==> src/rtl/spi_xfer_pkg.sv <==
package spi_xfer_pkg;

    localparam int BUS_W  = 8;
    localparam int CTRL_W = 7;

    localparam logic [2:0] ADR_CTRL = 3'd0;
    localparam logic [2:0] ADR_STAT = 3'd1;
    localparam logic [2:0] ADR_DIV  = 3'd2;
    localparam logic [2:0] ADR_TXD  = 3'd3;
    localparam logic [2:0] ADR_RXD  = 3'd4;

    typedef enum logic [1:0] {
        SVC_POLL = 2'b00,
        SVC_IRQ  = 2'b01,
        SVC_DMA  = 2'b10,
        SVC_RSVD = 2'b11
    } svc_mode_e;

    // Packed so that the field positions match the register bits.
    typedef struct packed {
        svc_mode_e svc;
        logic      clk_en;
        logic      is_master;
        logic      cpol;
        logic      cpha;
        logic      auto_fill;
    } ctrl_t;

    function automatic ctrl_t ctrl_decode(input logic [BUS_W-1:0] d);
        return ctrl_t'(d[CTRL_W-1:0]);
    endfunction

    function automatic logic [BUS_W-1:0] ctrl_encode(input ctrl_t c);
        return {1'b0, c};
    endfunction

endpackage

==> src/rtl/spi_xfer_sync.sv <==
module spi_xfer_sync #(
    parameter int          W       = 3,
    parameter int          STAGES  = 2,
    parameter logic [W-1:0] RST_VAL = '0
) (
    input  logic         clk,
    input  logic         rst,
    input  logic [W-1:0] d,
    output logic [W-1:0] q
);
    for (genvar b = 0; b < W; b++) begin : g_bit
        logic [STAGES-1:0] chain;
        always_ff @(posedge clk) begin
            if (rst) chain <= {STAGES{RST_VAL[b]}};
            else     chain <= {chain[STAGES-2:0], d[b]};
        end
        assign q[b] = chain[STAGES-1];
    end
endmodule

==> src/rtl/spi_xfer_clkgen.sv <==
module spi_xfer_clkgen #(
    parameter int DIV_W = 8
) (
    input  logic             clk,
    input  logic             rst,
    input  logic             run,
    input  logic [DIV_W-1:0] div,
    output logic             tick
);
    logic [DIV_W-1:0] cnt;

    assign tick = run && (cnt == div);

    always_ff @(posedge clk) begin
        if (rst || !run)    cnt <= '0;
        else if (cnt == div) cnt <= '0;
        else                cnt <= cnt + 1'b1;
    end

    AST_TICK_GAP: assert property (@(posedge clk) disable iff (rst)
        (tick && div != '0 && $stable(div)) |=> !tick);
endmodule

==> src/rtl/spi_xfer_engine.sv <==
module spi_xfer_engine #(
    parameter int DATA_W = 8
) (
    input  logic              clk,
    input  logic              rst,
    input  logic              master,
    input  logic              cpol,
    input  logic              cpha,
    input  logic              m_start,
    input  logic [DATA_W-1:0] m_byte,
    input  logic              m_tick,
    input  logic              s_sck,
    input  logic              s_cs_n,
    input  logic [DATA_W-1:0] s_byte,
    input  logic              din,
    output logic              busy,
    output logic              started,
    output logic              done,
    output logic [DATA_W-1:0] rx_byte,
    output logic              sck_q,
    output logic              shift_bit
);
    localparam int N_EDGE = 2 * DATA_W;
    localparam int EW     = $clog2(N_EDGE + 1);

    logic [EW-1:0]     edge_cnt, nxt;
    logic [DATA_W-1:0] tx_sr, rx_sr;
    logic              sck_prev, cs_prev;
    logic              s_start, s_abort, edge_ev, smp, sh, last;

    assign s_start = !master && !busy && cs_prev && !s_cs_n;
    assign started = m_start || s_start;
    assign s_abort = !master && busy && s_cs_n;
    assign edge_ev = busy && (master ? m_tick : (s_sck != sck_prev));
    assign nxt     = edge_cnt + 1'b1;
    assign smp     = nxt[0] != cpha;
    assign last    = nxt == EW'(N_EDGE);
    assign sh      = !smp && nxt != EW'(1) && !last;

    assign rx_byte   = rx_sr;
    assign shift_bit = tx_sr[DATA_W-1];

    always_ff @(posedge clk) begin
        if (rst) begin
            busy     <= 1'b0;
            done     <= 1'b0;
            edge_cnt <= '0;
            tx_sr    <= '0;
            rx_sr    <= '0;
            sck_q    <= 1'b0;
            sck_prev <= 1'b0;
            cs_prev  <= 1'b1;
        end else begin
            sck_prev <= s_sck;
            cs_prev  <= s_cs_n;
            done     <= 1'b0;
            if (started) begin
                busy     <= 1'b1;
                edge_cnt <= '0;
                tx_sr    <= master ? m_byte : s_byte;
                sck_q    <= cpol;
            end else if (s_abort) begin
                busy <= 1'b0;
            end else if (edge_ev) begin
                edge_cnt <= nxt;
                sck_q    <= !sck_q;
                if (smp) rx_sr <= {rx_sr[DATA_W-2:0], din};
                if (sh)  tx_sr <= {tx_sr[DATA_W-2:0], 1'b0};
                if (last) begin
                    busy <= 1'b0;
                    done <= 1'b1;
                end
            end
        end
    end

    AST_EDGE_LIMIT: assert property (@(posedge clk) disable iff (rst)
        busy |-> edge_cnt < EW'(N_EDGE));
    AST_START_BUSY: assert property (@(posedge clk) disable iff (rst)
        m_start |=> busy);
    AST_SCK_RETURNS: assert property (@(posedge clk) disable iff (rst)
        (done && $stable(cpol)) |-> (sck_q == cpol && !busy));
endmodule

==> src/rtl/spi_xfer_regs.sv <==
module spi_xfer_regs
    import spi_xfer_pkg::*;
#(
    parameter int DATA_W = 8,
    parameter int DIV_W  = 8
) (
    input  logic              clk,
    input  logic              rst,
    input  logic [2:0]        bus_addr,
    input  logic              bus_wr,
    input  logic              bus_rd,
    input  logic [BUS_W-1:0]  bus_wdata,
    output logic [BUS_W-1:0]  bus_rdata,
    input  logic              busy,
    input  logic              started,
    input  logic              done,
    input  logic [DATA_W-1:0] rx_byte,
    output ctrl_t             ctrl,
    output logic [DIV_W-1:0]  div_q,
    output logic              m_start,
    output logic [DATA_W-1:0] m_byte,
    output logic [DATA_W-1:0] s_byte,
    output logic              irq_o,
    output logic              dma_req_o
);
    logic              coll, done_flag, pend;
    logic [DATA_W-1:0] tx_buf;
    logic              wr_tx, rd_rx, rd_st;

    assign wr_tx = bus_wr && bus_addr == ADR_TXD;
    assign rd_rx = bus_rd && bus_addr == ADR_RXD;
    assign rd_st = bus_rd && bus_addr == ADR_STAT;

    assign m_start = ctrl.is_master && !busy && (wr_tx || (rd_rx && ctrl.auto_fill));
    assign m_byte  = wr_tx ? DATA_W'(bus_wdata) : '1;
    assign s_byte  = (!pend && ctrl.auto_fill) ? '1 : tx_buf;

    assign irq_o     = done_flag && ctrl.svc == SVC_IRQ;
    assign dma_req_o = done_flag && ctrl.svc == SVC_DMA;

    always_ff @(posedge clk) begin
        if (rst) begin
            ctrl      <= '0;
            div_q     <= '0;
            coll      <= 1'b0;
            done_flag <= 1'b0;
            pend      <= 1'b0;
            tx_buf    <= '0;
        end else begin
            if (bus_wr && bus_addr == ADR_CTRL) ctrl  <= ctrl_decode(bus_wdata);
            if (bus_wr && bus_addr == ADR_DIV)  div_q <= DIV_W'(bus_wdata);

            if (wr_tx && busy) coll <= 1'b1;
            else if (rd_st)    coll <= 1'b0;

            if (started) pend <= 1'b0;
            if (wr_tx && !busy && !ctrl.is_master) begin
                tx_buf <= DATA_W'(bus_wdata);
                pend   <= 1'b1;
            end

            if (done)                             done_flag <= 1'b1;
            else if (started || rd_rx || wr_tx)   done_flag <= 1'b0;
        end
    end

    always_comb begin
        case (bus_addr)
            ADR_CTRL: bus_rdata = ctrl_encode(ctrl);
            ADR_STAT: bus_rdata = {{(BUS_W-3){1'b0}}, done_flag, coll, !busy};
            ADR_DIV:  bus_rdata = BUS_W'(div_q);
            ADR_RXD:  bus_rdata = BUS_W'(rx_byte);
            default:  bus_rdata = '0;
        endcase
    end

    AST_COLL_FLAG: assert property (@(posedge clk) disable iff (rst)
        (wr_tx && busy) |=> coll);
    AST_REQ_CLEAR: assert property (@(posedge clk) disable iff (rst)
        (rd_rx && !done) |=> (!irq_o && !dma_req_o));
endmodule

==> src/rtl/spi_xfer_unit.sv <==
module spi_xfer_unit
    import spi_xfer_pkg::*;
#(
    parameter int DATA_W      = 8,
    parameter int DIV_W       = 8,
    parameter int SYNC_STAGES = 2
) (
    input  logic       clk,
    input  logic       rst,
    input  logic [2:0] bus_addr,
    input  logic       bus_wr,
    input  logic       bus_rd,
    input  logic [7:0] bus_wdata,
    output logic [7:0] bus_rdata,
    output logic       sck_o,
    output logic       sck_oe,
    input  logic       sck_i,
    output logic       mosi_o,
    input  logic       mosi_i,
    output logic       miso_o,
    input  logic       miso_i,
    output logic       cs_n_o,
    input  logic       cs_n_i,
    output logic       irq_o,
    output logic       dma_req_o
);
    ctrl_t             ctrl;
    logic [DIV_W-1:0]  div_q;
    logic              m_start, tick, busy, started, done, sck_q, shift_bit, din;
    logic [DATA_W-1:0] m_byte, s_byte, rx_byte;
    logic [2:0]        pins_s;

    spi_xfer_sync #(.W(3), .STAGES(SYNC_STAGES), .RST_VAL(3'b010)) u_sync (
        .clk(clk), .rst(rst), .d({sck_i, cs_n_i, mosi_i}), .q(pins_s)
    );

    spi_xfer_regs #(.DATA_W(DATA_W), .DIV_W(DIV_W)) u_regs (
        .clk(clk), .rst(rst), .bus_addr(bus_addr), .bus_wr(bus_wr), .bus_rd(bus_rd),
        .bus_wdata(bus_wdata), .bus_rdata(bus_rdata), .busy(busy), .started(started),
        .done(done), .rx_byte(rx_byte), .ctrl(ctrl), .div_q(div_q), .m_start(m_start),
        .m_byte(m_byte), .s_byte(s_byte), .irq_o(irq_o), .dma_req_o(dma_req_o)
    );

    spi_xfer_clkgen #(.DIV_W(DIV_W)) u_clkgen (
        .clk(clk), .rst(rst), .run(busy && ctrl.is_master), .div(div_q), .tick(tick)
    );

    assign din = ctrl.is_master ? miso_i : pins_s[0];

    spi_xfer_engine #(.DATA_W(DATA_W)) u_engine (
        .clk(clk), .rst(rst), .master(ctrl.is_master), .cpol(ctrl.cpol), .cpha(ctrl.cpha),
        .m_start(m_start), .m_byte(m_byte), .m_tick(tick), .s_sck(pins_s[2]),
        .s_cs_n(pins_s[1]), .s_byte(s_byte), .din(din), .busy(busy), .started(started),
        .done(done), .rx_byte(rx_byte), .sck_q(sck_q), .shift_bit(shift_bit)
    );

    assign sck_o  = (ctrl.is_master && ctrl.clk_en && busy) ? sck_q : ctrl.cpol;
    assign sck_oe = ctrl.is_master && ctrl.clk_en;
    assign mosi_o = ctrl.is_master ? shift_bit : 1'b0;
    assign miso_o = ctrl.is_master ? 1'b0 : shift_bit;
    assign cs_n_o = !(ctrl.is_master && busy);

    AST_IRQ_IDLE: assert property (@(posedge clk) disable iff (rst)
        (irq_o || dma_req_o) |-> !busy);
endmodule

==> config.mk <==
export PLATFORM = sky130hd
export DESIGN_NAME = spi_xfer_unit
export DESIGN_NICKNAME = d
export VERILOG_FILES = /design/src/rtl/spi_xfer_pkg.sv /design/src/rtl/spi_xfer_sync.sv /design/src/rtl/spi_xfer_clkgen.sv /design/src/rtl/spi_xfer_engine.sv /design/src/rtl/spi_xfer_regs.sv /design/src/rtl/spi_xfer_unit.sv
export SDC_FILE = /design/constraint.sdc
export NUM_CORES = 1
export LEC_CHECK = 0
export BUFFER_PORTS_ARGS = -buffer_cell sky130_fd_sc_hd__buf_2
export CAP_MARGIN = 25
export CORE_MARGIN = 5
export CORE_UTILIZATION = 63
export DETAILED_ROUTE_END_ITERATION = 16
export GPL_TIMING_DRIVEN = 0
export PLACE_DENSITY = 0.95
export SETUP_SLACK_MARGIN = 0.4
export SYNTH_ARGS = -nofsm -noshare
export SYNTH_HDL_FRONTEND = slang
export SYNTH_SLANG_ARGS = --single-unit
==> constraint.sdc <==
create_clock -name clk -period 3.6 [get_ports clk]
set_input_delay 0.36 -clock clk [delete_from_list [all_inputs] [get_ports clk]]
set_output_delay 0.36 -clock clk [all_outputs]
set_load 0.01 [all_outputs]
== Word level (Yosys, flattened, before mapping) ==
Index checks and enable logic that the tools add are counted.

* Memories kept: 0
* Output and inout bits: 15
* Logic and storage cells: 122
* Bits in registers: 66
* ROM bits: 0
* Bits in latches: 0
* Memory bits (writable): 0

* $lt $le $gt $ge: 0
* Reduce and logical (&&, ||, !) cells: 55
* Equal/unequal tests: 12
* Bitwise operators: 3
* $mul: 0
* Muxes and demuxes: 27
* Divide/modulo/power cells: 0
* $add $sub $neg: 2
* Shift-type cells: 0

{| class="wikitable"
|+ Operator list
! operator !! count
|-
| 8-bit 2-to-1 mux || 7
|-
| 8-bit one-hot mux with 4 select lines || 1
|-
| 1-bit logical AND || 26
|-
| 1-bit 2-to-1 mux || 19
|-
| 2-bit nonzero test || 5
|-
| 8-bit by 1-bit adder with 8-bit output (second input constant) || 1
|-
| 8-bit == test || 1
|-
| 1-bit zero test || 8
|-
| 3-bit by 2-bit == test with 1-bit output (second input constant) || 2
|-
| 2-bit AND reduction || 3
|-
| 3-bit nonzero test || 2
|-
| 5-bit by 1-bit adder with 5-bit output (second input constant) || 1
|-
| 5-bit == test (second input constant) || 1
|-
| 1-bit logical OR || 5
|-
| 5-bit by 1-bit inequality test with 1-bit output (second input constant) || 1
|-
| 4-bit AND reduction || 1
|-
| 2-bit OR reduction || 2
|-
| 4-bit OR reduction || 1
|-
| 3-bit by 1-bit == test with 1-bit output (second input constant) || 1
|-
| 3-bit == test (second input constant) || 1
|-
| 3-bit zero test || 1
|-
| 1-bit NOT || 3
|-
| 3-bit AND reduction || 1
|-
| 2-bit by 1-bit == test with 1-bit output (second input constant) || 1
|-
| other kinds (3) || 4
|}

== Depth between registers and ports, before layout ==
* Word-level depth: 10
* Mapped depth: 9

== Cells and area by module ==
Synthesis repeated with hierarchy kept, for this count alone.

* Cells, all modules: 381
* Area, all modules: 3497.1 µm²

{| class="wikitable"
|+ By module, submodules not included
! module !! instances !! cells an instance !! area each (µm²)
|-
| spi_xfer_regs || 1 || 166 || 1438.9
|-
| spi_xfer_engine || 1 || 145 || 1333.8
|-
| spi_xfer_clkgen || 1 || 47 || 476.7
|-
| spi_xfer_sync || 1 || 15 || 180.2
|-
| spi_xfer_unit || 1 || 8 || 67.6
|}

== Worst setup path before layout ==
No wires, ideal clock.

* Kind: flip-flop to flip-flop
* Start: register u_engine.edge_cnt[1]
* End: register u_engine.tx_sr[1]
* Arrival: 1741 ps
* Path slack: 1738 ps
* Clock period less this slack: 1862 ps
* Cell stages (with the launch flop): 8
* Setup time: 122 ps
* Buffers on the path: 1
* Cell sequence: dfxtp_1 -> ha_1 -> and2_1 -> and3_1 -> o22ai_2 -> and3_4 -> buf_6 -> o311a_1

* Longest elaborated chain between the ends: 6
* Elaborated cells on any way between the ends: 8
* Classes of those cells: add/sub (1); eq/ne (2); reduce/logical (5)

{| class="wikitable"
|+ Ends and longest elaborated chain
! element !! RTL line !! text
|-
| from (decl) || spi_xfer_engine.sv:26 || <nowiki>logic [EW-1:0] edge_cnt, nxt;</nowiki>
|-
| from (signal assigned) || spi_xfer_engine.sv:65 || <nowiki>edge_cnt <= nxt;</nowiki>
|-
| 5-bit by 1-bit adder with 5-bit output (*) || spi_xfer_engine.sv:35 || <nowiki>assign nxt = edge_cnt + 1'b1;</nowiki>
|-
| 5-bit by 1-bit inequality test with 1-bit output or 5-bit == test (tied branches) || spi_xfer_engine.sv:38, spi_xfer_engine.sv:37 ||
|-
| 1-bit logical AND or 1-bit zero test (tied branches) || spi_xfer_engine.sv:38 || <nowiki>assign sh = !smp && nxt != EW'(1) && !last;</nowiki>
|-
| 1-bit logical AND (*) || spi_xfer_engine.sv:38 ||
|-
| 2-bit nonzero test (no source line) (*) || -- ||
|-
| 3-bit AND reduction (no source line) (*) || -- ||
|-
| to (signal assigned) || spi_xfer_engine.sv:60 || <nowiki>tx_sr <= master ? m_byte : s_byte;</nowiki>
|-
| to (signal assigned) || spi_xfer_engine.sv:68 || <nowiki>if (sh) tx_sr <= {tx_sr[DATA_W-2:0], 1'b0};</nowiki>
|-
| to (decl) || spi_xfer_engine.sv:27 || <nowiki>logic [DATA_W-1:0] tx_sr, rx_sr;</nowiki>
|}

Every way passes the cells marked *; elsewhere a longest branch is shown, timed or not.
A chain may end at the register's enable or synchronous reset.

== Final worst setup path ==
* Start: register u_engine.edge_cnt[1]
* End: register u_engine.tx_sr[3]

The elaborated chain is that of the path after synthesis.

==> flow_metrics.py <==
metrics = {
    "min_path": {
        "min_from": "cs_n_i",
        "hold_depth": 2,
        "hold_path_class": "in2reg",
    },
    "power": {
        "sequentialPowerShare_pct": 50.9,
        "p_per_area_nw_per_um2": 397,
        "leakage_nw": 1.59,
        "pwr-share-comb_pct": 7.0,
        "p_sw_mw": 0.370,
        "internal-power_mw": 1.10,
        "p_clk_share_pct": 42.1,
        "switching_share_pct": 25.1,
        "irDropWorstVdd_v": 0.000325,
    },
    "worst_setup_path": {
        "crit_chain": "ha_1 -> and2_1 -> and3_1 -> o22ai_2 -> and3_4 -> buf_6 -> o311a_1",
        "worstPathArrival_ns": 2.44,
        "crit_type": "reg2reg",
        "cpPeakStageDelay_ns": 0.49,
        "crit_required_ns": 3.84,
        "ff2ff_path_depth": 7,
        "reg2reg_from": "u_engine.edge_cnt[1]",
        "start_kind": "register",
        "crit_fanout": 8,
        "endpoint_kind": "register",
        "worstSetupStartpoint": "u_engine.edge_cnt[1]",
        "slowest_stage": "dfxtp_1",
    },
    "place": {
        "routabilityCongestion": 0.876,
        "place_hpwl_um": 5860,
        "io_buffers": 33,
    },
    "die": {
        "ioPinCount": 34,
        "rows": 26,
        "die_y_um": 81.9,
        "core_um2": 5070,
        "start_util_pct": 64.3,
        "die_x_um": 81.9,
        "dieArea_um2": 6710,
    },
    "timing": {
        "finalCritPeriodShare_pct": 61.1,
        "setup_viol": 0,
        "finalHoldViolCount": 0,
        "slew_viol_final": 0,
        "max_slew_margin_pct": 52.2,
        "fin_crit_ns": 2.20,
        "timing.fmax_mhz": 455,
        "fin_skew_ns": 0.00673,
        "finalSetupTns_ns": 0,
        "worstMarginPinSlew_ns": 0.714,
        "rsz0062_at_grt": "false",
    },
    "clocking": {
        "cts-root-buf": "clkbuf_8",
        "cts_tree": "built",
        "h-tree-depth": 3,
        "clockBufferDepth": 2,
        "insertion_delay_ns": 0.36,
        "postCtsHoldBufs": 0,
        "cts_resized": 0,
        "clk_pin_slew_ns": 0.07,
        "cts_setup_buffers": 0,
        "cts_buffers": 9,
        "cts_sinks": 66,
    },
    "routing": {
        "routedWlPerCell_um": 16.8,
        "drcViolationCount": 0,
        "drtIter0Drc": 201,
        "num_vias": 2918,
        "first_pass_iters": 4,
        "vias_per_cell": 5.97,
        "ant_nets": 0,
        "wl_um": 8200,
    },
    "final_layout": {
        "drive_gt1_share_pct": 16.2,
        "final-seq-area_um2": 1320,
        "nNetsFinal": 437,
        "final_util_pct": 73.1,
        "nFillCells": 348,
        "n_antenna_cell": 0,
        "syn2layout_area_growth_pct": 13.7,
        "multi_input_comb_area_um2": 1780,
    },
    "global_routing": {
        "overflow": 0,
        "antenna_found_initial": 0,
        "grt_max_degree": 13,
        "grt_usage_pct": 25.8,
        "grt_pass1_vias": 2765,
        "grt_pass1_wl_um": 13100,
    },
    "yosys": {
        "synth-async-reset-ratio_pct": 0,
        "synth_common_cells": "dfxtp_1, nor2_1, mux2i_1",
        "synth_flop_cell": "dfxtp_1",
        "synth-edff-count": 0,
        "ys_types": 51,
        "synthCells": 370,
        "synth_nets": 393,
        "ys_seq_area_share_pct": 40.5,
        "syn_area_um2": 3260,
        "yosys-top-cells-area": "dfxtp_1, mux2i_1, nor2_1",
        "synth.most_common_cell": "dfxtp_1",
        "yosys_warnings": 0,
        "yosysTopAreaCellShare_pct": 40.5,
        "yosys.area.top_type": "dfxtp_1",
        "avgSynthCellArea_um2": 8.81,
        "ys_ff_latch": 66,
    },
    "flow_run": {
        "cap_violations": 0,
    },
    "outcome": {
        "outcome": "finished clean",
    },
}
## metrics by stage
stage / std cells / hold slack, ns / power (mW) / setup slack [ns] / area (um2)
after floorplan: 370 / 0.389 / 0.827 / 1.74 / 3260
after global placement: 473 / 0.395 / 0.862 / 1.55 / 3510
after detailed placement: 473 / 0.399 / 0.866 / 1.45 / 3510
after CTS: 489 / 0.173 / 1.47 / 1.43 / 3710
after global routing: 489 / 0.189 / 1.52 / 1.34 / 3710
final: 489 / 0.181 / 1.47 / 1.40 / 3710
## cells by family (layout without fill, tap and decap cells)
family	after synthesis	count (layout)	synth area share [%]
flops	66	66	40.5
fa+ha+maj	4	4	1.53
simple gates	145	145	23.4
xor+xnor	17	17	4.57
mux	41	41	12.6
compound gates	64	64	12.5
buf+inv	33	82	4.76
## final timing paths
path / end / slack, ns
max reg2reg: u_engine.tx_sr[3] / 1.40
max: u_engine.tx_sr[3] / 1.40
min: u_sync.g_bit[1].chain[0] / 0.18
min reg2reg: u_sync.g_bit[1].chain[1] / 0.41
## metal layers
layer | GRT usage [%] | wire, um | vias up
li1 | - | - | 1403
met1 | 30.6 | 3450 | 1405
met2 | 43.4 | 4030 | 87
met3 | 6.69 | 470 | 23
met4 | 12.3 | 256 | 0
met5 | 0 | 0 | -
## placed cells by master, fill, tap and decap left out, types with 10 or more instances in the layout
| master | synthesis | final |
|---|---|---|
| clkbuf_1 | 11 | 12 |
| nand2_1 | 17 | 17 |
| nor2_1 | 52 | 52 |
| nand2b_1 | 11 | 11 |
| a21oi_1 | 34 | 34 |
| nand4_1 | 10 | 10 |
| mux2i_1 | 40 | 40 |
| xor2_1 | 15 | 15 |
| buf_2 | 7 | 40 |
| dfxtp_1 | 66 | 66 |
## power groups by stage
stage	sequential [mW]	combinational [mW]	clock, mW
floorplan	0.763	0.0642	0
global placement	0.765	0.0964	0
detailed placement	0.766	0.100	0
CTS	0.749	0.102	0.623
global route	0.750	0.112	0.660
finish	0.749	0.103	0.619
## critical path: cells and delay by family (launching register included)
| kind | cells | cell delay, ns |
|---|---|---|
| buffers and inverters | 1 | 0.13 |
| AO/OA/AOI/OAI | 2 | 0.50 |
| adder cells (fa/ha/maj) | 1 | 0.35 |
| AND/OR/NAND/NOR | 3 | 0.61 |
| flip-flops | 1 | 0.49 |
## sequential cells by signal (all words and copies together), names as in the netlist
| name | cells |
|---|---|
| u_clkgen.cnt | 8 |
| u_engine.done | 1 |
| u_regs.pend | 1 |
| u_engine.cs_prev | 1 |
| u_engine.busy | 1 |
| u_engine.rx_byte | 8 |
| u_regs.div_q | 8 |
| u_engine.sck_q | 1 |
| u_regs.done_flag | 1 |
| u_sync.g_bit.chain | 6 |
| u_regs.ctrl | 7 |
| u_regs.tx_buf | 8 |
| u_engine.edge_cnt | 5 |
| u_regs.coll | 1 |
| u_engine.tx_sr | 8 |
| u_engine.sck_prev | 1 |
## area by class of cell
class                      count  share of cell area, %
multi-input combinational    271                   48.1
sequential                    66                   35.6
timing repair buffer          33                   4.45
clock buffer                  10                   3.44
buffer                        23                   3.17
tap                           70                   2.36
clock inverter                 6                   1.82
inverter                      10                   1.01
(Power assumes the default switching activity.)
